[config.mk]
export PLATFORM = sky130hd
export DESIGN_NAME = acl_out_decoder
export DESIGN_NICKNAME = d
export VERILOG_FILES = /design/src/rtl/acl_pkg.sv /design/src/rtl/acl_frame_fsm.sv /design/src/rtl/acl_slot_shift.sv /design/src/rtl/acl_slot_capture.sv /design/src/rtl/acl_out_decoder.sv
export SDC_FILE = /design/constraint.sdc
export NUM_CORES = 1
export LEC_CHECK = 0
export BUFFER_PORTS_ARGS = -buffer_cell sky130_fd_sc_hd__clkbuf_2
export CAP_MARGIN = 20
export CORE_MARGIN = 2
export CORE_UTILIZATION = 45
export DETAILED_ROUTE_END_ITERATION = 8
export HOLD_SLACK_MARGIN = 0.08
export PLACE_DENSITY = 0.7
export SLEW_MARGIN = 20
export SYNTH_ARGS = -nofsm -noshare
export SYNTH_HDL_FRONTEND = slang
export SYNTH_SLANG_ARGS = --single-unit
[constraint.sdc]
create_clock -name clk -period 2.7 [get_ports clk]
set_input_delay 0.135 -clock clk [delete_from_list [all_inputs] [get_ports clk]]
set_output_delay 0.135 -clock clk [all_outputs]
set_load 0.02 [all_outputs]
[src/rtl/acl_pkg.sv]
package acl_pkg;

    localparam int SLOT_IDX_W = 4;

    typedef logic [SLOT_IDX_W-1:0] slot_idx_t;

    typedef enum logic [1:0] {
        ST_HUNT = 2'd0,
        ST_TAG  = 2'd1,
        ST_SLOT = 2'd2
    } acl_state_e;

    localparam logic [1:0] PRIMARY_ID = 2'b00;

    // Slot carrying the left (right = 0) or right (right = 1) PCM word.
    function automatic slot_idx_t pcm_slot(input logic [1:0] id, input logic right);
        slot_idx_t s;
        case (id)
            2'b10:   s = right ? slot_idx_t'(8) : slot_idx_t'(7);
            2'b11:   s = right ? slot_idx_t'(9) : slot_idx_t'(6);
            default: s = right ? slot_idx_t'(4) : slot_idx_t'(3);
        endcase
        return s;
    endfunction

endpackage

[src/rtl/acl_frame_fsm.sv]
module acl_frame_fsm
    import acl_pkg::*;
#(
    parameter int TAG_W     = 16,
    parameter int SLOT_W    = 20,
    parameter int NUM_SLOTS = 13
) (
    input  logic      clk,
    input  logic      rst_n,
    input  logic      sync_in,
    output logic      take,
    output logic      word_end,
    output slot_idx_t slot_no,
    output logic      frame_end,
    output logic      resync
);

    localparam int MAX_W = (SLOT_W > TAG_W) ? SLOT_W : TAG_W;
    localparam int POS_W = $clog2(MAX_W);
    localparam logic [POS_W-1:0] TAG_LAST  = POS_W'(TAG_W - 1);
    localparam logic [POS_W-1:0] SLOT_LAST = POS_W'(SLOT_W - 1);
    localparam slot_idx_t        FINAL_SLOT = slot_idx_t'(NUM_SLOTS - 1);

    acl_state_e       state_q, state_d;
    slot_idx_t        slot_q, slot_d;
    logic [POS_W-1:0] pos_q, pos_d;
    logic             sync_q;
    logic             rise;
    logic             in_frame;
    logic             word_last;
    logic             frame_last;
    logic             early;

    assign rise = sync_in & ~sync_q;

    // state register
    always_ff @(posedge clk or negedge rst_n) begin
        if (!rst_n) begin
            state_q <= ST_HUNT;
            slot_q  <= '0;
            pos_q   <= '0;
            sync_q  <= 1'b0;
        end else begin
            state_q <= state_d;
            slot_q  <= slot_d;
            pos_q   <= pos_d;
            sync_q  <= sync_in;
        end
    end

    // outputs
    always_comb begin
        in_frame = (state_q != ST_HUNT);
        unique case (state_q)
            ST_TAG:  word_last = (pos_q == TAG_LAST);
            ST_SLOT: word_last = (pos_q == SLOT_LAST);
            default: word_last = 1'b0;
        endcase
        frame_last = word_last && (state_q == ST_SLOT) && (slot_q == FINAL_SLOT);
        early      = in_frame && rise && !frame_last;
        take       = in_frame && !early;
        word_end   = word_last && take;
        frame_end  = frame_last;
        resync     = early;
        slot_no    = slot_q;
    end

    // next state
    always_comb begin
        state_d = state_q;
        slot_d  = slot_q;
        pos_d   = pos_q;
        unique case (state_q)
            ST_HUNT: begin
                if (rise) begin
                    state_d = ST_TAG;
                    slot_d  = '0;
                    pos_d   = '0;
                end
            end
            ST_TAG: begin
                if (early) begin
                    state_d = ST_TAG;
                    slot_d  = '0;
                    pos_d   = '0;
                end else if (word_last) begin
                    state_d = ST_SLOT;
                    slot_d  = slot_idx_t'(1);
                    pos_d   = '0;
                end else begin
                    pos_d = pos_q + 1'b1;
                end
            end
            ST_SLOT: begin
                if (early) begin
                    state_d = ST_TAG;
                    slot_d  = '0;
                    pos_d   = '0;
                end else if (frame_last) begin
                    state_d = rise ? ST_TAG : ST_HUNT;
                    slot_d  = '0;
                    pos_d   = '0;
                end else if (word_last) begin
                    slot_d = slot_q + 1'b1;
                    pos_d  = '0;
                end else begin
                    pos_d = pos_q + 1'b1;
                end
            end
            default: begin
                state_d = ST_HUNT;
                slot_d  = '0;
                pos_d   = '0;
            end
        endcase
    end

endmodule

[src/rtl/acl_slot_shift.sv]
module acl_slot_shift #(
    parameter int SLOT_W = 20
) (
    input  logic              clk,
    input  logic              rst_n,
    input  logic              take,
    input  logic              sdata_in,
    output logic [SLOT_W-1:0] word
);

    logic [SLOT_W-2:0] sh_q;

    // Word completed by the bit sampled this cycle.
    assign word = {sh_q, sdata_in};

    always_ff @(posedge clk or negedge rst_n) begin
        if (!rst_n) begin
            sh_q <= '0;
        end else if (take) begin
            sh_q <= word[SLOT_W-2:0];
        end
    end

endmodule

[src/rtl/acl_slot_capture.sv]
module acl_slot_capture
    import acl_pkg::*;
#(
    parameter int TAG_W  = 16,
    parameter int SLOT_W = 20,
    parameter int PCM_W  = 16
) (
    input  logic              clk,
    input  logic              rst_n,
    input  logic [1:0]        codec_id,
    input  logic              word_end,
    input  slot_idx_t         slot_no,
    input  logic [SLOT_W-1:0] word,
    output logic [TAG_W-1:0]  tag_q,
    output logic [SLOT_W-1:0] addr_q,
    output logic [SLOT_W-1:0] data_q,
    output logic [PCM_W-1:0]  left_q,
    output logic [PCM_W-1:0]  right_q
);

    localparam int NUM_CMD = 2;
    localparam int NUM_PCM = 2;

    logic [SLOT_W-1:0] cmd_q [NUM_CMD];
    logic [PCM_W-1:0]  pcm_q [NUM_PCM];

    always_ff @(posedge clk or negedge rst_n) begin
        if (!rst_n) begin
            tag_q <= '0;
        end else if (word_end && slot_no == '0) begin
            tag_q <= word[TAG_W-1:0];
        end
    end

    // command slots 1 and 2 sit at fixed positions
    for (genvar g = 0; g < NUM_CMD; g++) begin : g_cmd
        localparam slot_idx_t CMD_SLOT = slot_idx_t'(g + 1);
        always_ff @(posedge clk or negedge rst_n) begin
            if (!rst_n) begin
                cmd_q[g] <= '0;
            end else if (word_end && slot_no == CMD_SLOT) begin
                cmd_q[g] <= word;
            end
        end
    end

    // PCM slots depend on the strapped codec ID
    for (genvar g = 0; g < NUM_PCM; g++) begin : g_pcm
        slot_idx_t pick;
        assign pick = pcm_slot(codec_id, g[0]);
        always_ff @(posedge clk or negedge rst_n) begin
            if (!rst_n) begin
                pcm_q[g] <= '0;
            end else if (word_end && slot_no == pick) begin
                pcm_q[g] <= word[SLOT_W-1 -: PCM_W];
            end
        end
    end

    assign addr_q  = cmd_q[0];
    assign data_q  = cmd_q[1];
    assign left_q  = pcm_q[0];
    assign right_q = pcm_q[1];

endmodule

[src/rtl/acl_out_decoder.sv]
module acl_out_decoder
    import acl_pkg::*;
#(
    parameter int TAG_W     = 16,
    parameter int SLOT_W    = 20,
    parameter int NUM_SLOTS = 13,
    parameter int PCM_W     = 16
) (
    input  logic              clk,
    input  logic              rst_n,
    input  logic [1:0]        codec_id,
    input  logic              sync_in,
    input  logic              sdata_in,
    output logic              frame_stb,
    output logic              frame_vld,
    output logic              resync,
    output logic              addr_vld,
    output logic [SLOT_W-1:0] cmd_addr,
    output logic              data_vld,
    output logic [SLOT_W-1:0] cmd_data,
    output logic              left_vld,
    output logic [PCM_W-1:0]  pcm_left,
    output logic              right_vld,
    output logic [PCM_W-1:0]  pcm_right
);

    logic              take;
    logic              word_end;
    slot_idx_t         slot_no;
    logic              frame_end;
    logic              resync_w;
    logic [SLOT_W-1:0] word;
    logic [TAG_W-1:0]  tag_q;
    logic [SLOT_W-1:0] addr_q, data_q;
    logic [PCM_W-1:0]  left_q, right_q;
    logic [NUM_SLOTS-1:0] slot_flag;
    logic              id_ok;
    logic              av_d, dv_d, lv_d, rv_d;
    logic              unused_bits;

    acl_frame_fsm #(
        .TAG_W     (TAG_W),
        .SLOT_W    (SLOT_W),
        .NUM_SLOTS (NUM_SLOTS)
    ) u_fsm (
        .clk       (clk),
        .rst_n     (rst_n),
        .sync_in   (sync_in),
        .take      (take),
        .word_end  (word_end),
        .slot_no   (slot_no),
        .frame_end (frame_end),
        .resync    (resync_w)
    );

    acl_slot_shift #(
        .SLOT_W (SLOT_W)
    ) u_shift (
        .clk      (clk),
        .rst_n    (rst_n),
        .take     (take),
        .sdata_in (sdata_in),
        .word     (word)
    );

    acl_slot_capture #(
        .TAG_W  (TAG_W),
        .SLOT_W (SLOT_W),
        .PCM_W  (PCM_W)
    ) u_capture (
        .clk      (clk),
        .rst_n    (rst_n),
        .codec_id (codec_id),
        .word_end (word_end),
        .slot_no  (slot_no),
        .word     (word),
        .tag_q    (tag_q),
        .addr_q   (addr_q),
        .data_q   (data_q),
        .left_q   (left_q),
        .right_q  (right_q)
    );

    // per-slot acceptance, gated by the frame-valid bit
    for (genvar k = 0; k < NUM_SLOTS; k++) begin : g_flag
        if (k == 0) begin : g_frame
            assign slot_flag[k] = tag_q[TAG_W-1];
        end else begin : g_slot
            assign slot_flag[k] = tag_q[TAG_W-1] & tag_q[TAG_W-1-k];
        end
    end

    always_comb begin
        id_ok = (codec_id == PRIMARY_ID) || (tag_q[1:0] == codec_id);
        av_d  = slot_flag[1] & id_ok;
        dv_d  = slot_flag[2] & id_ok;
        lv_d  = slot_flag[pcm_slot(codec_id, 1'b0)];
        rv_d  = slot_flag[pcm_slot(codec_id, 1'b1)];
    end

    assign unused_bits = ^{slot_flag, tag_q};

    always_ff @(posedge clk or negedge rst_n) begin
        if (!rst_n) begin
            frame_stb <= 1'b0;
            frame_vld <= 1'b0;
            resync    <= 1'b0;
            addr_vld  <= 1'b0;
            cmd_addr  <= '0;
            data_vld  <= 1'b0;
            cmd_data  <= '0;
            left_vld  <= 1'b0;
            pcm_left  <= '0;
            right_vld <= 1'b0;
            pcm_right <= '0;
        end else begin
            frame_stb <= frame_end;
            resync    <= resync_w;
            if (frame_end) begin
                frame_vld <= slot_flag[0];
                addr_vld  <= av_d;
                cmd_addr  <= av_d ? addr_q : '0;
                data_vld  <= dv_d;
                cmd_data  <= dv_d ? data_q : '0;
                left_vld  <= lv_d;
                pcm_left  <= lv_d ? left_q : '0;
                right_vld <= rv_d;
                pcm_right <= rv_d ? right_q : '0;
            end
        end
    end

endmodule

==> summary.md <==
| Metric | Value |
|---|---|
| Slew @ Worst Pin | 821 ps |
| Crit. End Element | flop |
| Seq/Total Area, Yosys | 0.637 |
| Final wirelength | 15000 um |
| RSZ-0062 raised after global routing | false |
| Critical-path cell list | inv_1 -> ha_1 -> nand4bb_1 -> a211o_2 -> buf_4 -> nand4_1 -> nor4_1 -> a211o_1 |
| Distinct cells, synth | 53 |
| Share of the synthesized area in the top cell type | 0.637 |
| Period utilization | 0.921 |
| Synth area leader | dfrtp_1 |
| Cell Area, Synth | 0.00758 mm2 |
| Area of the die | 0.0179 mm2 |
| Critical path's slowest cell | dfrtp_1 |
| Clk_lat worst skew | 430 ps |
| Post-route DRC | 0 |
| Max_cap viols | 0 |
| Status | finished clean |
| Leak Pwr | 0.00462 uW |
| GPL Wtd Cong | 0.800 |
| Die Y-Extent | 134 um |
| CTS tree | done |
| Syn_area_per_cell | 14.9 um2 |
| Layout cells sized above 1 | 0.389 |
| Syn nets | 523 |
| Crit Path Class | flop to flop |
| Most frequent cells in the layout | 193 x dfrtp_1, 98 x mux2_2, 83 x clkbuf_2, 72 x a22o_1 |
| Peak VDD IR | 0.519 mV |
| CP max FO | 29 |
| Synth area leaders | dfrtp_1 64%, mux2_2 15%, a22o_1 8.3% |
| Final max-slew violation count | 0 |
| Min Tclk post-route | 2490 ps |
| Initial antenna violation count | 0 |
| H-tree levels | 4 |
| Initial DRC count | 257 |
| Synth Register Bits | 193 |
| DP Worst Slack | 250 ps |
| 1st-pass router iterations | 4 |
| Power Dens Cells | 754 mW/mm2 |
| GRT Total Usage | 0.178 |
| Largest net degree at the start of global routing | 100 |
| Antenna viol nets, final | 0 |
| CP Buf/Inv Count | 2 |
| Drt wl/cell | 18.0 um |
| Critical path's largest stage delay | 410 ps |
| Rel. slew slack | 0.453 |
| Initial Util | 0.459 |
| CTS buffer count | 17 |
| Final setup viols | 0 |
| Cells after Synth | 508 |
| Area Overhead vs Synth | 17.0% |
| Die Span X | 134 um |
| Ant diodes | 0 |
| Buffers on Ports | 84 |
| Vias | 4524 |
| Clock transition at path regs | 60 ps |
| Grt ovf | 0 |
| Yosys Warn Count | 0 |
| Sink Count | 193 |
| Layout Nets | 614 |
| Delay-heaviest family, CP | simple AND/OR/NAND/NOR gates |
| Worst EP arrival | 2860 ps |
| Vias/cell | 5.44 |
| Core Region | 0.0165 mm2 |
| Tightest Hold Check Type | input pin to async pin |
| Hpwl dp | 10200 um |
| # IOs | 85 |
| Worst Skew | 9.07 ps |
| Final Cell Area | 0.00887 mm2 |
| Fin Hold WS | 310 ps |
| Total Neg Setup Slack | 0 ps |
| F_max | 402 MHz |
| Post-CTS Resized | 0 |
| Cell row count | 47 |
| Vias in the first global route | 4774 |
| First-pass GRT wire length | 24700 um |
| Finished Core Util | 0.537 |
| Final Hold Viols | 0 |
| Leading cell type in the layout, fill and taps excluded | dfrtp_1 |
| Final setup margin | 212 ps |
| Clock Path Buffers | 2 |
| DP Area | 0.00823 mm2 |
| CTS root buf | clkbuf_16 |
| Critical Path Start Type | flop |
| Data required time at the worst endpoint | 3070 ps |
final timing paths:
path / start / end / slack, ps / cells past startpoint
worst max-delay path: u_fsm.state_q[0]$_DFFE_PN0P_ / u_fsm.slot_no[3]$_DFFE_PN0P_ / 210 / 8
worst min-delay path: rst_n / pcm_left[8]$_DFFE_PN0P_ / 310 / 2
worst max register to register: u_fsm.state_q[0]$_DFFE_PN0P_ / u_fsm.slot_no[3]$_DFFE_PN0P_ / 210 / 8
worst min register to register: data_vld$_DFFE_PN0P_ / data_vld$_DFFE_PN0P_ / 480 / 1
max in group asynchronous: rst_n / u_capture.right_q[8]$_DFFE_PN0P_ / 1630 / 3
min in group clk: sync_in / u_fsm.sync_q$_DFF_PN0_ / 400 / 2
state kept, by name, indices dropped and copies added, names as in the netlist, 5 cells and up:
register and flops:
cmd_addr 20, cmd_data 20, u_capture.addr_q 20, u_capture.data_q 20, u_shift.sh_q 19, pcm_left 16, pcm_right 16, u_capture.left_q 16
u_capture.right_q 16, u_capture.tag_q 11, u_fsm.pos_q 5
cell type report:
type	instances	area, um2
Clock buffer	22	474
Clock inverter	10	133
Fill cell	1350	7660
Inverter	11	46.3
Multi-Input combinational cell	276	2530
Sequential cell	193	4830
Tap cell	220	275
Timing Repair Buffer	100	582
metal layers:
metal  global-route usage  wire (um)  part of all wire
met5                    0          0                 0
met2                0.287       7330              0.49
met3               0.0442        651             0.044
met1                0.234       6630              0.44
met4               0.0691        353             0.024
stage by stage:
stage	total power (uW)	cells
after detailed placement	4210	797
after floorplan	3840	508
after CTS	6750	832
after global routing	6980	832
final	6690	832
after global placement	4160	797
cell usage after synthesis, drive strengths merged:
| cell | n |
|---|---|
| nand4bb | 2 |
| a22o | 72 |
| ha | 9 |
| and4 | 1 |
| nand4 | 5 |
| or3b | 1 |
| nor4 | 1 |
| nand3 | 4 |
| o22ai | 1 |
| a21o | 6 |
| nand2 | 19 |
| and3 | 3 |
| xor2 | 1 |
| nor2 | 9 |
| nor4b | 1 |
| dfrtp | 193 |
| o41ai | 2 |
| a2bb2oi | 1 |
| xnor2 | 1 |
| a211o | 4 |
| o31ai | 1 |
| and2 | 2 |
| a22oi | 1 |
| mux2 | 102 |
| o21ai | 10 |
| a21oi | 3 |
| or4 | 1 |
| or3 | 1 |
| clkinv | 1 |
| a2111oi | 1 |
| inv | 10 |
| clkbuf | 12 |
| mux2i | 2 |
| nor3b | 1 |
| nor3 | 2 |
| o21bai | 2 |
| nand2b | 1 |
| a211oi | 2 |
| and2b | 1 |
| buf | 16 |
where the power goes:
| part | leakage, uW | switching [uW] | internal, uW | total (uW) |
|---|---|---|---|---|
| clock network | 0.000304 | 1020 | 1530 | 2550 |
| registers | 0.00266 | 334 | 3070 | 3400 |
| logic | 0.00166 | 385 | 351 | 736 |
| total | 0.00462 | 1740 | 4950 | 6690 |
worst reg2reg max path, cell delays in order (launching register included):
cell and delay (ps):
dfrtp_1 410, inv_1 110, ha_1 320, nand4bb_1 200, a211o_2 230, buf_4 340, nand4_1 290, nor4_1 390
a211o_1 140
logic make-up (layout without fill, tap and decap cells):
logic type	count (synthesis)	in the layout	synth area share
buffers and inverters	39	143	0.0292
multiplexers	104	104	0.155
XOR/XNOR	2	2	0.00231
AO/OA/AOI/OAI	106	106	0.119
adder cells (fa/ha/maj)	9	9	0.0149
AND/OR/NAND/NOR	55	55	0.0431
flip-flops	193	193	0.637
what timing repair did:
item | 4_1_cts | 5_1_grt
hold buffers | 3 | 0
endpoints found under the setup margin | 0 | 0
setup buffers | 0 | 0
hold endpoints to repair | 102 | 0
Power figures use the tool's default switching activity.
